**src/rtl/pwrmode_pkg.sv**
```systemverilog
package pwrmode_pkg;

    typedef enum logic [1:0] {
        PM_RUN  = 2'b00,
        PM_WAIT = 2'b01,
        PM_STOP = 2'b10,
        PM_STAB = 2'b11
    } pm_mode_e;

    // qualified wake requests seen by the mode sequencer
    typedef struct packed {
        logic irq_any;
        logic irq_pin;
        logic brk;
    } wake_req_t;

    // one-cycle events produced by the sequencer
    typedef struct packed {
        logic enter_wait;
        logic enter_stop;
        logic wake_irq;
        logic wake_brk;
        logic stab_start;
    } pm_evt_t;

    function automatic logic clock_running(input pm_mode_e m);
        return (m == PM_RUN);
    endfunction

    function automatic logic osc_halted(input pm_mode_e m);
        return (m == PM_STOP);
    endfunction

endpackage

```
**src/rtl/pm_stab_timer.sv**
```systemverilog
module pm_stab_timer #(
    parameter int STAB_CYCLES = 4096
) (
    input  logic clk,
    input  logic rst,
    input  logic start,
    input  logic active,
    output logic done
);
    localparam int CNT_W = (STAB_CYCLES > 1) ? $clog2(STAB_CYCLES) : 1;
    localparam logic [CNT_W-1:0] LOAD = CNT_W'(STAB_CYCLES - 1);

    logic [CNT_W-1:0] cnt;

    always_ff @(posedge clk) begin
        if (rst)
            cnt <= '0;
        else if (start)
            cnt <= LOAD;
        else if (active && cnt != '0)
            cnt <= cnt - 1'b1;
    end

    assign done = active && (cnt == '0);

    // independent length observer for the stabilization window
    int unsigned obs;
    always_ff @(posedge clk) begin
        if (rst || start)
            obs <= 0;
        else if (active)
            obs <= obs + 1;
    end

    // done fires only after exactly STAB_CYCLES-1 active cycles
    p_stab_len_r6: assert property (@(posedge clk) disable iff (rst)
        done |-> (obs == STAB_CYCLES - 1));

    p_start_loads_r6: assert property (@(posedge clk) disable iff (rst)
        start |=> (cnt == LOAD));

endmodule

```
**src/rtl/pm_fsm.sv**
```systemverilog
module pm_fsm
    import pwrmode_pkg::*;
(
    input  logic      clk,
    input  logic      rst,
    input  logic      wait_stb,
    input  logic      stop_stb,
    input  wake_req_t wreq,
    input  logic      stab_done,
    output pm_mode_e  mode,
    output pm_evt_t   evt
);
    pm_mode_e nxt;

    always_comb begin
        nxt = mode;
        evt = '0;
        unique case (mode)
            PM_RUN: begin
                if (stop_stb) begin
                    nxt = PM_STOP;
                    evt.enter_stop = 1'b1;
                end else if (wait_stb) begin
                    nxt = PM_WAIT;
                    evt.enter_wait = 1'b1;
                end
            end
            PM_WAIT: begin
                evt.wake_irq = wreq.irq_any;
                evt.wake_brk = wreq.brk;
                if (wreq.irq_any || wreq.brk)
                    nxt = PM_RUN;
            end
            PM_STOP: begin
                if (wreq.irq_pin) begin
                    nxt = PM_STAB;
                    evt.stab_start = 1'b1;
                end
            end
            PM_STAB: begin
                if (stab_done)
                    nxt = PM_RUN;
            end
            default: nxt = PM_RUN;
        endcase
    end

    always_ff @(posedge clk) begin
        if (rst)
            mode <= PM_RUN;
        else
            mode <= nxt;
    end

    // reset returns to run mode in one cycle
    p_rst_run_r1: assert property (@(posedge clk)
        rst |=> (mode == PM_RUN));

    // stop strobe from run enters stop, even with wait strobe
    p_stop_entry_r3: assert property (@(posedge clk) disable iff (rst)
        (mode == PM_RUN && stop_stb) |=> (mode == PM_STOP));

    // without an external request, stop mode persists
    p_stop_hold_r5: assert property (@(posedge clk) disable iff (rst)
        (mode == PM_STOP && !wreq.irq_pin) |=> (mode == PM_STOP));

    // any interrupt in wait returns to run
    p_wait_wake_r4: assert property (@(posedge clk) disable iff (rst)
        (mode == PM_WAIT && wreq.irq_any) |=> (mode == PM_RUN));

    // strobes do nothing outside run
    p_stb_ignored_r10: assert property (@(posedge clk) disable iff (rst)
        (mode == PM_STAB && !stab_done) |=> (mode == PM_STAB));

endmodule

```
**src/rtl/pm_imask.sv**
```systemverilog
module pm_imask
    import pwrmode_pkg::*;
(
    input  logic    clk,
    input  logic    rst,
    input  pm_evt_t evt,
    input  logic    in_run,
    input  logic    wr,
    input  logic    wdata,
    output logic    imask
);
    logic entering;
    assign entering = evt.enter_wait || evt.enter_stop;

    always_ff @(posedge clk) begin
        if (rst)
            imask <= 1'b1;
        else if (entering)
            imask <= 1'b0;
        else if (in_run && wr)
            imask <= wdata;
    end

    // sleep entry clears the mask
    p_entry_clears_r2: assert property (@(posedge clk) disable iff (rst)
        entering |=> !imask);

    // an interrupt wake leaves the mask clear
    p_wake_keeps_r4: assert property (@(posedge clk) disable iff (rst)
        evt.wake_irq |=> !imask);

    // reset sets the mask
    p_rst_sets_r1: assert property (@(posedge clk)
        rst |=> imask);

endmodule

```
**src/rtl/pm_brkflag.sv**
```systemverilog
module pm_brkflag (
    input  logic clk,
    input  logic rst,
    input  logic set,
    input  logic wr,
    input  logic wdata,
    output logic flag
);
    always_ff @(posedge clk) begin
        if (rst)
            flag <= 1'b0;
        else if (set)
            flag <= 1'b1;
        else if (wr && !wdata)
            flag <= 1'b0;
    end

    // a break taken in wait sets the flag
    p_set_r7: assert property (@(posedge clk) disable iff (rst)
        set |=> flag);

    // writing 1 never changes the flag on its own
    p_w1_noeffect_r8: assert property (@(posedge clk) disable iff (rst)
        (wr && wdata && !set) |=> (flag == $past(flag)));

endmodule

```
**src/rtl/pwrmode_seq.sv**
```systemverilog
module pwrmode_seq
    import pwrmode_pkg::*;
#(
    parameter int STAB_CYCLES = 4096
) (
    input  logic       clk,
    input  logic       rst,
    input  logic       wait_stb,
    input  logic       stop_stb,
    input  logic       irq_int,
    input  logic       irq_ext,
    input  logic       brk_en,
    input  logic       brk_req,
    input  logic       flag_wr,
    input  logic       flag_wdata,
    input  logic       imask_wr,
    input  logic       imask_wdata,
    output logic       cpu_clk_en,
    output logic       osc_stop,
    output logic       imask,
    output logic       brk_wait_flag,
    output logic [1:0] pm_mode
);
    wake_req_t wreq;
    pm_evt_t   evt;
    pm_mode_e  mode;
    logic      stab_done;

    always_comb begin
        wreq.irq_any = irq_int || irq_ext;
        wreq.irq_pin = irq_ext;
        wreq.brk     = brk_en && brk_req;
    end

    pm_fsm u_fsm (
        .clk      (clk),
        .rst      (rst),
        .wait_stb (wait_stb),
        .stop_stb (stop_stb),
        .wreq     (wreq),
        .stab_done(stab_done),
        .mode     (mode),
        .evt      (evt)
    );

    pm_stab_timer #(.STAB_CYCLES(STAB_CYCLES)) u_timer (
        .clk   (clk),
        .rst   (rst),
        .start (evt.stab_start),
        .active(mode == PM_STAB),
        .done  (stab_done)
    );

    pm_imask u_imask (
        .clk   (clk),
        .rst   (rst),
        .evt   (evt),
        .in_run(mode == PM_RUN),
        .wr    (imask_wr),
        .wdata (imask_wdata),
        .imask (imask)
    );

    pm_brkflag u_flag (
        .clk  (clk),
        .rst  (rst),
        .set  (evt.wake_brk),
        .wr   (flag_wr),
        .wdata(flag_wdata),
        .flag (brk_wait_flag)
    );

    assign cpu_clk_en = clock_running(mode);
    assign osc_stop   = osc_halted(mode);
    assign pm_mode    = mode;

    // clock stays off while the oscillator settles
    p_stab_clk_off_r6: assert property (@(posedge clk) disable iff (rst)
        (pm_mode == 2'b10 && irq_ext) |=> (!cpu_clk_en && !osc_stop));

    // stop mode ignores break requests for the flag
    p_stop_flag_r5: assert property (@(posedge clk) disable iff (rst)
        (pm_mode == 2'b10 && !flag_wr) |=> $stable(brk_wait_flag));

endmodule

```
**config.mk**
```make
export PLATFORM = sky130hd
export DESIGN_NAME = pwrmode_seq
export DESIGN_NICKNAME = d
export VERILOG_FILES = /design/src/rtl/pwrmode_pkg.sv /design/src/rtl/pm_stab_timer.sv /design/src/rtl/pm_fsm.sv /design/src/rtl/pm_imask.sv /design/src/rtl/pm_brkflag.sv /design/src/rtl/pwrmode_seq.sv
export SDC_FILE = /design/constraint.sdc
export NUM_CORES = 1
export LEC_CHECK = 0
export ABC_AREA = 1
export ABC_CLOCK_PERIOD_IN_PS = 1500
export BUFFER_PORTS_ARGS = -buffer_cell sky130_fd_sc_hd__buf_2
export CORE_MARGIN = 3
export CORE_UTILIZATION = 30
export DETAILED_ROUTE_END_ITERATION = 12
export MAX_ROUTING_LAYER = met4
export PLACE_DENSITY = 0.5
export SYNTH_ARGS = -nofsm -noshare
export SYNTH_HDL_FRONTEND = slang
export SYNTH_HIERARCHICAL = 1
export SYNTH_SLANG_ARGS = --single-unit
```
**constraint.sdc**
```tcl
create_clock -name clk -period 1.5 [get_ports clk]
set_clock_uncertainty 0.2 [all_clocks]
set_input_delay 0.225 -clock clk [delete_from_list [all_inputs] [get_ports clk]]
set_output_delay 0.225 -clock clk [all_outputs]
set_load 0.1 [all_outputs]
```
# After elaboration in Yosys (flattened, before gate mapping)

Index checks and enable logic that the tools add are counted.

Output and inout bits: 6
Logic and storage cells: 47
Register bits after elaboration: 16
Input bits: 12

Equal/unequal tests: 7
Multiplexer cells: 19
Reductions and logical operators: 16
Add/subtract/negate cells: 1

Operator list:

| cell                  | count |
|---|---|
| $mux 12               | 2 |
| $logic_not 12->1      | 1 |
| $mux 2                | 6 |
| $reduce_bool 12->1    | 1 |
| $sub 12x1->12 const B | 1 |
| $mux 1                | 10 |
| $pmux 2 s4            | 1 |
| $reduce_bool 2->1     | 3 |
| $logic_and 1x1->1     | 5 |
| $eq 2x2->1 const B    | 2 |
| $ne 2x2->1 const B    | 2 |
| $reduce_and 4->1      | 1 |
| $logic_or 1x1->1      | 3 |
| $ne 3x3->1 const B    | 1 |
| $eq 2x1->1 const B    | 1 |
| $logic_not 2->1       | 1 |
| $ne 2x1->1 const B    | 1 |
| $logic_not 1->1       | 1 |

# Longest topological paths before layout

Gate-level depths: netlist of run 1.

Depth in word-level cells: 5
Gate-level depth with buffers: 10
Gate-level depth less buffers: 10

# Modules after synthesis

Netlist of run 1, hierarchy kept.

Modules (own cells, without submodules):

| module        | cells an instance | seq. area each (um2) | instances | area each (um2) |
|---|---|---|---|---|
| pm_stab_timer | 133               | 240.2                | 1         | 820.8 |
| pm_fsm        | 35                | 40.0                 | 1         | 178.9 |
| pm_imask      | 10                | 20.0                 | 1         | 58.8 |
| pm_brkflag    | 6                 | 20.0                 | 1         | 43.8 |
| pwrmode_seq   | 10                | 0.0                  | 1         | 40.0 |

# Worst setup path before layout of run 1

No wires, ideal clock.

Path type: reg-to-reg
Start point: reg u_fsm.mode[1]
End point: reg u_imask.imask
Cell stages (with the launch flop): 5
Buffers on the path: 0
Setup time: 0.115 ns
Setup slack: -1.353 ns
Required time: 1.185 ns
Clock period less this slack: 2.853 ns
Arrival time: 2.538 ns
Path through: dfxtp_1 nor2_1 nand3_1 nand3_1 nand2_1

Word-level cells in the longest chain between the ends: 4
Elaborated cells on any way between the ends: 6
Those cells by class: 2 x mux; 4 x reduce/logical

Ends and longest elaborated chain:

| item                                        | line              | RTL |
|---|---|---|
| from (decl)                                 | pm_fsm.sv:10      | `output pm_mode_e mode,` |
| from (signal assigned)                      | pm_fsm.sv:52      | `mode <= nxt;` |
| $logic_not 2->1 *                           | -                 |  |
| net cpu_clk_en                              | pwrmode_seq.sv:18 | `output logic cpu_clk_en,` |
| $mux 2                                      | pm_fsm.sv:18      | `unique case (mode)` |
| $logic_or 1x1->1                            | pm_imask.sv:13    | `assign entering = evt.enter_wait \|\| evt.enter_stop;` |
| $mux 1 or $reduce_bool 2->1 (tied branches) | -                 |  |
| to (signal assigned)                        | pm_imask.sv:21    | `imask <= wdata;` |
| to (decl)                                   | pm_imask.sv:10    | `output logic imask` |

Mark *: on every way through the listed nets, which the timed path passes. The rest lies on a longest branch.
A chain may end at the register's enable or synchronous reset.

# Worst setup path after layout of run 1

Start point: reg u_timer.cnt[7]
End point: reg u_fsm.mode[1]

Word-level cells in the longest chain between the ends: 4

Ends and longest elaborated chain:

| item                       | line                | RTL |
|---|---|---|
| from (decl)                | pm_stab_timer.sv:13 | `logic [CNT_W-1:0] cnt;` |
| from (signal assigned)     | pm_stab_timer.sv:21 | `cnt <= cnt - 1'b1;` |
| $logic_not 12->1           | pm_stab_timer.sv:24 | `assign done = active && (cnt == '0);` |
| $logic_and 1x1->1          | pm_stab_timer.sv:24 |  |
| net stab_done              | pwrmode_seq.sv:27   | `logic stab_done;` |
| $ne 2x2->1 (no line)       | -                   |  |
| $reduce_and 4->1 (no line) | -                   |  |

The timed path passes the listed nets, and every way through them passes these cells.

==> impl_metrics.csv, run 1 <==
group,metric,value,unit
drt,ant_nets,0,
power_and_ir_drop,combPwrFrac,0.723,
critical_path,path_common_cell,"nand2_1",
sta,whs,0.0584,ns
finish,fill_cells,349,
global_routing,grt_max_degree,17,
power_and_ir_drop,peakVddDrop,0.883,mV
finish,drive_gt1_frac,0.536,
clock_tree,htreeDepth,1,
finish,antennaDiodeCount,0,
clock_tree,cts-root-buf,"clkbuf_8",
status,violations,"setup timing",
clock_tree,clk_transition_reported_paths,0.07,ns
drt,routedWlPerCell,12.2,um
finish,nNetsFinal,263,
place,hpwl,2480,um
clock_tree,clk_latency,0.25,ns
clock_tree,hold_buffers,0,
drt,drt-initial-drc-count,78,
floorplan,rows,21,
sta,period_minus_slack,1.63,ns
synthesis,synth_cells,192,
critical_path,required,1.45,ns
floorplan,io_pins,18,
power_and_ir_drop,p_int,1.84,mW
sta,fin_crit_sh,1.08,
place,place_ws,-0.202,ns
critical_path,critical_path.max_stage_delay,0.34,ns
sta,tightest_slew,0.484,ns
synthesis,synthesis.nets,206,
critical_path,crit_type,"flip-flop to flip-flop",
drt,drtPass1Iterations,4,
critical_path,rrSetupSlack,-0.13,ns
global_routing,grt_pass1_vias,1307,
critical_path,path_delay_family,"simple AND/OR/NAND/NOR gates",
sta,rsz0062_at_grt,"yes",
power_and_ir_drop,p_sw,1.62,mW
floorplan,core_area,3490,um^2
hold_path,holdCritPathClass,"primary input to flip-flop",
drt,finalWirelength,3600,um
sta,clock.fmax,615,MHz
floorplan,start_util,0.325,
floorplan,die_h,67.5,um
synthesis,syn-cell-area,1130,um^2
place,placed_area,1620,um^2
synthesis,yosys_warnings,6,
critical_path,cp_max_fo,3,
global_routing,grt_pass1_wl,6000,um
power_and_ir_drop,powerDensity,1750,nW/um^2
power_and_ir_drop,sw_frac_of_total,0.468,
clock_tree,cts_tree,"yes",
drt,via_per_inst,4.81,
critical_path,cp.arrival,1.57,ns
sta,setup_viol,14,
sta,hold_viol,0,
critical_path,cp_slowest_cell,"dfxtp_2",
sta,drv_slew,0,
power_and_ir_drop,power_frac_seq,0.178,
flow_run,cap_violations,0,
critical_path,startpoint_type,"flip-flop",
floorplan,design.die.area,4560,um^2
finish,instances_no_fill,294,
status,outcome,"finished, violations left",
critical_path,crit_chain,"nor2_4 > nand2_2 > inv_2 > nand4_1 > nor4_2 > a21oi_1 > nand2_1 > nand3_1 > nand2_1 > nor2_1",
global_routing,track_usage,0.180,
synthesis,syn_avg_cell_area,5.91,um^2
sta,setup_slack,-0.126,ns
critical_path,cp-end-kind,"flip-flop",
global_routing,antenna_found_initial,0,
finish,finalInstanceArea,1980,um^2
place,io_buffers,17,
clock_tree,cts_buffers,3,
place,dpl.cell_count,279,
drt,num_vias,1414,
clock_tree,clockBufferDepth,2,
global_routing,grt_remaining_overflow,0,
place,place.gp.congestion,0.884,
sta,slew_headroom,0.680,
finish,syn_to_final_growth,74.3,%
clock_tree,clkSinkCount,16,
power_and_ir_drop,clockPowerShare,0.099,
power_and_ir_drop,leakagePower,0.950,nW
critical_path,path_buf_inv,1,
drt,drcViolationCount,0,
power_and_ir_drop,fin_total_pwr,3.46,mW
floorplan,die_w,67.5,um
## stage by stage
stage | utilization | TNS, ns
final | 0.566 | -1.13
after global routing | 0.566 | -2.20
after CTS | 0.545 | -0.734
after detailed placement | 0.464 | -1.67
after global placement | 0.464 | -1.37
after floorplan | - | -0.614
## final cells by class
type                       count  area, um^2  share of cell area
timing repair buffer          57         517               0.261
multi-input combinational    139         906               0.458
clock buffer                   3        41.3              0.0209
inverter                      32         120              0.0607
sequential                    16         333               0.168
clock inverter                 1        3.75             0.00190
tap                           46        57.6              0.0291
## sequential cells by signal (all words and copies together), names as in the netlist
register / cells
u_imask/imask: 1
u_flag/flag: 1
u_timer/cnt: 12
u_fsm/mode: 2
## path summary, 6_finish.rpt
| path | startpoint | endpoint | cells past startpoint |
|---|---|---|---|
| max | u_timer/cnt[7] | u_fsm/mode[1] | 10 |
| min | flag_wr | u_flag/flag | 4 |
| max reg2reg | u_timer/cnt[7] | u_fsm/mode[1] | 10 |
| min reg2reg | u_flag/flag | u_flag/flag | 2 |
## cells in the final DEF, fill, tap and decap left out, drive strengths merged
cell,instances
a21oi,17
buf,57
nand4,1
nand2,51
nor2,24
dfxtp,16
or2,3
o21ai,7
nor4,1
nand3b,2
ha,2
clkinv,1
nand3,29
clkbuf,3
inv,32
nor3,2
## worst min-delay path: cells and delay by family
kind / cells / cell delay [ns]
simple gates: 2 / 0.12
compound gates: 1 / 0.05
buf+inv: 1 / 0.07
## power by group through the flow
| stage | combinational (mW) | sequential [mW] | clock (mW) |
|---|---|---|---|
| 6_report | 2.50 | 0.615 | 0.343 |
| 5_1_grt | 2.73 | 0.625 | 0.374 |
| 4_1_cts | 2.39 | 0.613 | 0.356 |
| 3_5_place_dp | 2.02 | 0.597 | 0 |
| 3_3_place_gp | 2.00 | 0.592 | 0 |
| 2_1_floorplan | 1.19 | 0.766 | 0 |
## metal layers
metal / part of all wire / wire length (um) / vias to the layer above / global-route usage
li1: - / - / 718 / -
met1: 0.43 / 1570 / 648 / 0.232
met2: 0.49 / 1770 / 46 / 0.286
met3: 0.067 / 242 / 2 / 0.0399
met4: 0.0064 / 23 / 0 / 0.0380
met5: 0 / 0 / - / -
## what timing repair did
| item | CTS | global route |
|---|---|---|
| setup buffers | 10 | 1 |
| cloned | 1 | 0 |
| setup endpoints to repair | 15 | 16 |
| pin swaps | 17 | 8 |
| resized for setup | 41 | 18 |
Power figures use the tool's default switching activity.
==> run 2, diff against run 1 <==
Settings changed: CTS_CLUSTER_SIZE from default to 14, HOLD_SLACK_MARGIN from default to 0.08, PLACE_DENSITY 0.5 to 0.51, SYNTH_HIERARCHICAL 1 to default.
==> impl_metrics.csv, run 2 <==
group,metric,value,unit
synthesis,ys_seq_area_frac,0.317,
synthesis,yosys.area.top_type,"dfxtp_1",
synthesis,synthDominantCellAreaShare,0.317,
drt,drtPass1Iterations,4,
global_routing,track_usage,0.170,
finish,top_regs,"u_timer.cnt x12, u_fsm.mode x2",
global_routing,antenna_found_initial,0,
sta,fin_crit_sh,1.05,
sta,tightest_slew,0.484,ns
synthesis,synth_compound_area_frac,0.108,
synthesis,synth_seq_cells,16,
synthesis,synth_cells,166,
status,outcome,"finished, violations left",
critical_path,path_common_cell,"buf_12",
place,io_buffers,17,
floorplan,die_h,64.1,um
critical_path,cp_max_fo,2,
drt,ant_nets,0,
sta,setup_slack,-0.0772,ns
finish,fin_util,0.564,
finish,antennaDiodeCount,0,
drt,drcViolationCount,0,
sta,slew_headroom,0.680,
finish,nNetsFinal,238,
floorplan,start_util,0.323,
finish,instances_no_fill,267,
global_routing,grt_pass1_wl,5350,um
clock_tree,cts_tree,"yes",
critical_path,cp.arrival,1.15,ns
finish,syn_to_final_growth,74.6,%
floorplan,core_area,3130,um^2
critical_path,cp_slowest_cell,"dfxtp_4",
floorplan,die_w,64.1,um
clock_tree,clkSinkCount,16,
synthesis,yosys-top-cells-area,"dfxtp_1 32%, nand2_1 17%, nand3_1 14%, nor2_1 7.1%, a21oi_1 5.9%",
finish,finalInstanceArea,1770,um^2
place,dpl.cell_count,245,
sta,rsz0062_at_grt,"yes",
flow_run,cap_violations,0,
synthesis,syn_avg_cell_area,6.09,um^2
synthesis,synth_mux_area_frac,0,
clock_tree,htreeDepth,1,
place,placed_area,1410,um^2
drt,via_per_inst,4.81,
synthesis,yosys.area_share.simple,0.455,
global_routing,grt_pass1_vias,1212,
drt,num_vias,1284,
global_routing,grt_remaining_overflow,0,
critical_path,startpoint_type,"flip-flop",
sta,setup_viol,15,
synthesis,synth_top_flop_cell,"dfxtp_1",
floorplan,io_pins,18,
finish,top_register,"u_timer.cnt",
synthesis,synthesis.nets,180,
drt,drt-initial-drc-count,53,
critical_path,required,1.07,ns
synthesis,synth_edf_count,0,
finish,layout_common_cells,"37 x nand2_1, 29 x buf_4, 24 x nand3_1, 14 x inv_1",
clock_tree,cts-root-buf,"clkbuf_4",
critical_path,cp-end-kind,"primary output",
place,place.gp.congestion,0.780,
clock_tree,clk_transition_reported_paths,0.10,ns
sta,hold_viol,0,
synthesis,synth.distinct_cells,23,
global_routing,grt_max_degree,16,
floorplan,design.die.area,4100,um^2
finish,final_common_cell,"nand2_1",
sta,whs,0.0995,ns
clock_tree,clockBufferDepth,2,
synthesis,synth_top_family_by_area,"simple AND/OR/NAND/NOR gates",
critical_path,crit_type,"flip-flop to primary output",
synthesis,yosys_warnings,0,
floorplan,rows,20,
hold_path,holdCritPathClass,"primary input to flip-flop",
drt,routedWlPerCell,11.7,um
place,hpwl,2060,um
synthesis,ys_async_sr_fraction,0,
clock_tree,cts_buffers,3,
sta,period_minus_slack,1.58,ns
sta,clock.fmax,634,MHz
sta,drv_slew,0,
synthesis,syn-cell-area,1010,um^2
drt,finalWirelength,3120,um
critical_path,critical_path.max_stage_delay,0.36,ns
finish,largest_reg_flops,12,
synthesis,yosysMostFrequentCell,"nand2_1",
critical_path,crit_chain,"buf_6 > nor2_4 > buf_12 > buf_12",
finish,drive_gt1_frac,0.453,
synthesis,synthTopCellsByCount,"45 x nand2_1, 29 x nand3_1, 19 x nor2_1",
status,violations,"setup timing",
clock_tree,clk_latency,0.30,ns
synthesis,synth-xor-area-share,0,
synthesis,synth_adder_area_share,0.0248,
run 2: cell count changes in the layout (fill, tap and decap cells not counted), sizes merged, moves of 4 or more:
cell and change:
a21oi -5, buf -5, dlygate4sd3 +5, inv -14
nand2 -4, nor2 -4
run 2: layout make-up:
type,instances,area (um^2)
Timing Repair Buffer,57,504
Inverter,19,81.3
Sequential cell,16,338
Fill cell,298,1360
Clock buffer,4,36.3
Tap cell,44,55.1
Multi-Input combinational cell,127,751
run 2: final timing paths:
check	start	endpoint	slack, ns	depth (start not counted)
hold / removal	wait_stb	u_imask.imask	0.1	4
hold reg to reg	u_timer.cnt[0]	u_timer.cnt[0]	0.30	2
setup reg to reg	u_timer.cnt[1]	u_timer.cnt[3]	-0.05	9
setup / recovery	u_fsm.mode[0]	cpu_clk_en	-0.08	4
run 2: metrics by stage:
| stage | setup slack (ns) | TNS [ns] |
|---|---|---|
| 6_report | -0.0772 | -0.608 |
| 5_1_grt | -0.152 | -1.90 |
| 4_1_cts | -0.0903 | -0.625 |
| 3_5_place_dp | -0.0934 | -0.945 |
| 3_3_place_gp | -0.0466 | -0.302 |
| 2_1_floorplan | -0.299 | -2.80 |
run 2: routing by layer:
metal | GRT usage | routed length [um]
met1 | 0.203 | 1400
met2 | 0.289 | 1560
met3 | 0.0264 | 123
met4 | 0.0566 | 42
met5 | - | 0
run 2: critical path: cells and delay by family, from the launching register on:
family	cells	cell delay, ns
buf+inv	3	0.39
simple gates	1	0.11
flops	1	0.36
run 2: timing repair:
item | CTS | global route
hold buffers | 5 | 0
endpoints found under the hold margin | 2 | 0
pin swaps | 16 | 7
resized for setup | 34 | 15
setup buffers | 9 | 4
setup endpoints to repair | 17 | 17
run 2: cells by family (layout without fill, tap and decap cells):
logic type               after synthesis  in the layout
adder cells (fa/ha/maj)                2              2
AND/OR/NAND/NOR                      104            104
flip-flops                            16             16
buffers and inverters                 23             80
AO/OA/AOI/OAI                         21             21
Power of run 2 is left out: the tool's default activity adds up to more than one toggle a clock period on the data nets, which glitch-free logic cannot reach.
